## config.mk

```make
export PLATFORM = sky130hd
export DESIGN_NAME = posted_wr_buf
export DESIGN_NICKNAME = d
export VERILOG_FILES = /design/src/rtl/posted_wr_buf.sv
export SDC_FILE = /design/constraint.sdc
export NUM_CORES = 1
export LEC_CHECK = 0
export CORE_MARGIN = 1.5
export CORE_UTILIZATION = 25
export CTS_BUF_LIST = sky130_fd_sc_hd__clkbuf_8 sky130_fd_sc_hd__clkbuf_16
export DETAILED_ROUTE_END_ITERATION = 12
export GPL_TIMING_DRIVEN = 0
export PLACE_DENSITY_LB_ADDON = 0.15
export SETUP_SLACK_MARGIN = 0.4
export SLEW_MARGIN = 10
export SYNTH_ARGS = -nofsm -noshare
export SYNTH_HDL_FRONTEND = slang
export SYNTH_SLANG_ARGS = --single-unit
```

## constraint.sdc

```tcl
create_clock -name clk -period 1.7 [get_ports clk]
set_input_delay 0.34 -clock clk [delete_from_list [all_inputs] [get_ports clk]]
set_output_delay 0.34 -clock clk [all_outputs]
set_load 0.03 [all_outputs]
```

## src/rtl/posted_wr_buf.sv

```systemverilog
module posted_wr_buf #(
  parameter int AW = 24,
  parameter int DW = 16,
  localparam int BW = DW / 8
) (
  input  logic          clk,
  input  logic          rst_n,
  input  logic          cpu_wr,
  input  logic          cpu_rd,
  input  logic [AW-1:0] cpu_addr,
  input  logic [DW-1:0] cpu_wdata,
  input  logic [BW-1:0] cpu_be,
  output logic          cpu_ack,
  output logic [DW-1:0] cpu_rdata,
  output logic          ram_wr_req,
  output logic          ram_rd_req,
  output logic [AW-1:0] ram_addr,
  output logic [DW-1:0] ram_wdata,
  output logic [BW-1:0] ram_be,
  input  logic          ram_done,
  input  logic [DW-1:0] ram_rdata,
  output logic          cache_upd,
  output logic [AW-1:0] cache_addr,
  output logic [DW-1:0] cache_data,
  output logic [BW-1:0] cache_be
);

  logic          full;
  logic [AW-1:0] b_addr;
  logic [DW-1:0] b_data;
  logic [BW-1:0] b_be;

  wire wr_take = cpu_wr & (~full | ram_done);
  wire rd_go   = cpu_rd & ~cpu_wr & ~full;

  always_ff @(posedge clk) begin
    if (!rst_n) begin
      full   <= 1'b0;
      b_addr <= '0;
      b_data <= '0;
      b_be   <= '0;
    end else if (wr_take) begin
      full   <= 1'b1;
      b_addr <= cpu_addr;
      b_data <= cpu_wdata;
      b_be   <= cpu_be;
    end else if (full && ram_done) begin
      full <= 1'b0;
    end
  end

  assign cpu_ack    = wr_take | (rd_go & ram_done);
  assign cpu_rdata  = ram_rdata;
  assign ram_wr_req = full;
  assign ram_rd_req = rd_go;
  assign ram_addr   = full ? b_addr : cpu_addr;
  assign ram_wdata  = b_data;
  assign ram_be     = b_be;
  assign cache_upd  = wr_take;
  assign cache_addr = cpu_addr;
  assign cache_data = cpu_wdata;
  assign cache_be   = cpu_be;

endmodule

```

==> impl_metrics.ini <==
[outcome]
outcome = finished with violations
violations = setup timing

[synthesis]
yosysSeqAreaShare = 0.344
synth.distinct_cells = 15
yosysTopAreaCell = dfxtp_1
syn_nets = 338
synth-edff-count = 0
yosysWarningCount = 0
yosysTopAreaCellShare = 0.344
synth.area.top_cells = dfxtp_1, buf_4, mux2i_1, nand2_1, mux2_2
synthCells = 275
netlist_area_mm2 = 0.00250
synth_seq_cells = 43
async_reset_ff_frac = 0
syn_avg_cell_area_um2 = 9.10
synthFlopType = dfxtp_1

[global_routing]
grt_first_pass_wirelength_um = 10500
antenna_found_initial = 0
grt_pass1_vias = 2261
grt_max_degree = 14
overflow = 0
gr-usage-all-layers = 0.128

[sta]
hold_viol_final = 0
timing.setup.tns_ns = -0.319
finalClockSkew_ns = 0.0106
grt_setup_unrepaired = true
final_critical_path_setup_slack_ns = -0.0264
period_share = 1.02
setup_viol = 20
whs_ns = 0.406
fmax_ghz = 0.579
slew_headroom = 0.670
drv_slew = 0
worst_pin_slew_ns = 0.495
final.min_clock_period_ns = 1.73

[critical_path]
cp.arrival_ns = 1.39
startpoint_type = flop
crit_required_ns = 1.36
criticalPathCategory = reg2out
worstSetupEndpointType = output pin
cp_max_fo = 8

[floorplan]
die_height_um = 103
dieArea_mm2 = 0.0106
core_mm2 = 0.00973
die_w_um = 103
ios = 167
initial_utilization = 0.257
fp-row-count = 36

[place]
port_buffers = 149
routabilityCongestion = 0.643
place_ws_ns = -0.796
dp_hpwl_um = 5080

[drt]
drt-initial-drc-count = 24
vias_per_cell = 4.03
ant_nets = 0
drc = 0
wl_per_cell_um = 12.0
routed_wl_um = 7000
drt_pass1_iterations = 3
via_count = 2347

[finish]
diodes = 0
final_cell_mix = nand2_1, buf_4, dlygate4sd2_1
drive_gt1_frac = 0.471
final_net_count = 512
layout_commonest_cell = nand2_1
area_growth_syn_to_layout_pct = 80.5
fin_util = 0.464

[power]
irDropWorstVdd_mv = 0.305
p_per_area_mw_per_mm2 = 661
finalPower_w = 0.00299
leakagePower_nw = 2.27

[clocking]
h-tree-depth = 2
clk_pin_slew_worst_paths_ns = 0.08
clock_sinks = 43
cts_tree = yes
clock_path_buffers = 2
numCtsBuffers = 5
cts_root_buf = clkbuf_8
insertion_delay_ns = 0.30

[min_path]
hp-class = in2reg

[flow_run]
cap_violations = 0
## cells by family (layout without fill, tap and decap cells)
group / count (synthesis) / count (layout) / share of synthesized area
AOI/OAI and AO/OA: 3 / 3 / 0.00700
buffers and inverters: 75 / 250 / 0.234
DFF: 43 / 43 / 0.344
muxes: 66 / 66 / 0.276
and+or+nand+nor: 88 / 88 / 0.140
## final cells by class
type | count | area (µm²)
Clock inverter | 3 | 15.0
Fill cell | 1013 | 5210
Clock buffer | 5 | 68.8
Multi-Input combinational cell | 157 | 1150
Buffer | 75 | 623
Sequential cell | 43 | 865
Timing Repair Buffer | 167 | 1630
Tap cell | 133 | 166
## routing by layer
| metal | vias up | share of wire | GRT usage |
|---|---|---|---|
| met5 | - | 0 | 0 |
| li1 | 1179 | - | - |
| met3 | 7 | 0.075 | 0.0366 |
| met4 | 0 | 0.014 | 0.0405 |
| met1 | 1065 | 0.42 | 0.148 |
| met2 | 96 | 0.50 | 0.226 |
## registers in the layout, summed over array words and instances, names as in the netlist
name,cells
b_addr,24
ram_wdata,16
ram_be,2
ram_wr_req,1
## what timing repair did
item	4_1_cts	5_1_grt
setup buffers	9	5
pin swaps	0	2
endpoints found under the setup margin	143	77
endpoints found under the hold margin	0	0
hold buffers	0	0
gates resized for setup	612	29
cloned	3	1
## report_power, final
part	internal, W	leakage (nW)	switching, W	total, W
Sequential	0.00107	0.355	0.0000329	0.00111
Clock	0.000282	0.0477	0.000359	0.000641
Combinational	0.000622	1.87	0.000619	0.00124
Total	0.00198	2.27	0.00101	0.00299
## per-stage QoR
step	area (µm²)	instances
5_1_grt	4520	583
4_1_cts	4480	577
6_report	4520	583
3_5_place_dp	4260	557
2_1_floorplan	2600	275
3_3_place_gp	4260	557
## worst max-delay path: stages (launching register included)
cell,delay (ns)
dfxtp_4,0.35
buf_12,0.14
clkbuf_16,0.16
mux2_4,0.30
buf_6,0.14
## synth_stat cells, types with 2 or more instances
cell type  count
dfxtp_1       43
buf_2          4
buf_4         58
buf_6          2
mux2_2        24
buf_12         4
clkbuf_1       7
nand2_1       85
mux2i_1       42
## worst paths after layout
kind / cells past startpoint / slack, ns / from / endpoint
min: 3 / 0.41 / rst_n / ram_be[1]
min reg2reg: 2 / 0.46 / b_addr[2] / b_addr[2]
max: 4 / -0.03 / ram_wr_req / ram_addr[16]
max reg2reg: 10 / 0.06 / ram_wr_req / ram_wdata[8]
(Power assumes the default switching activity.)
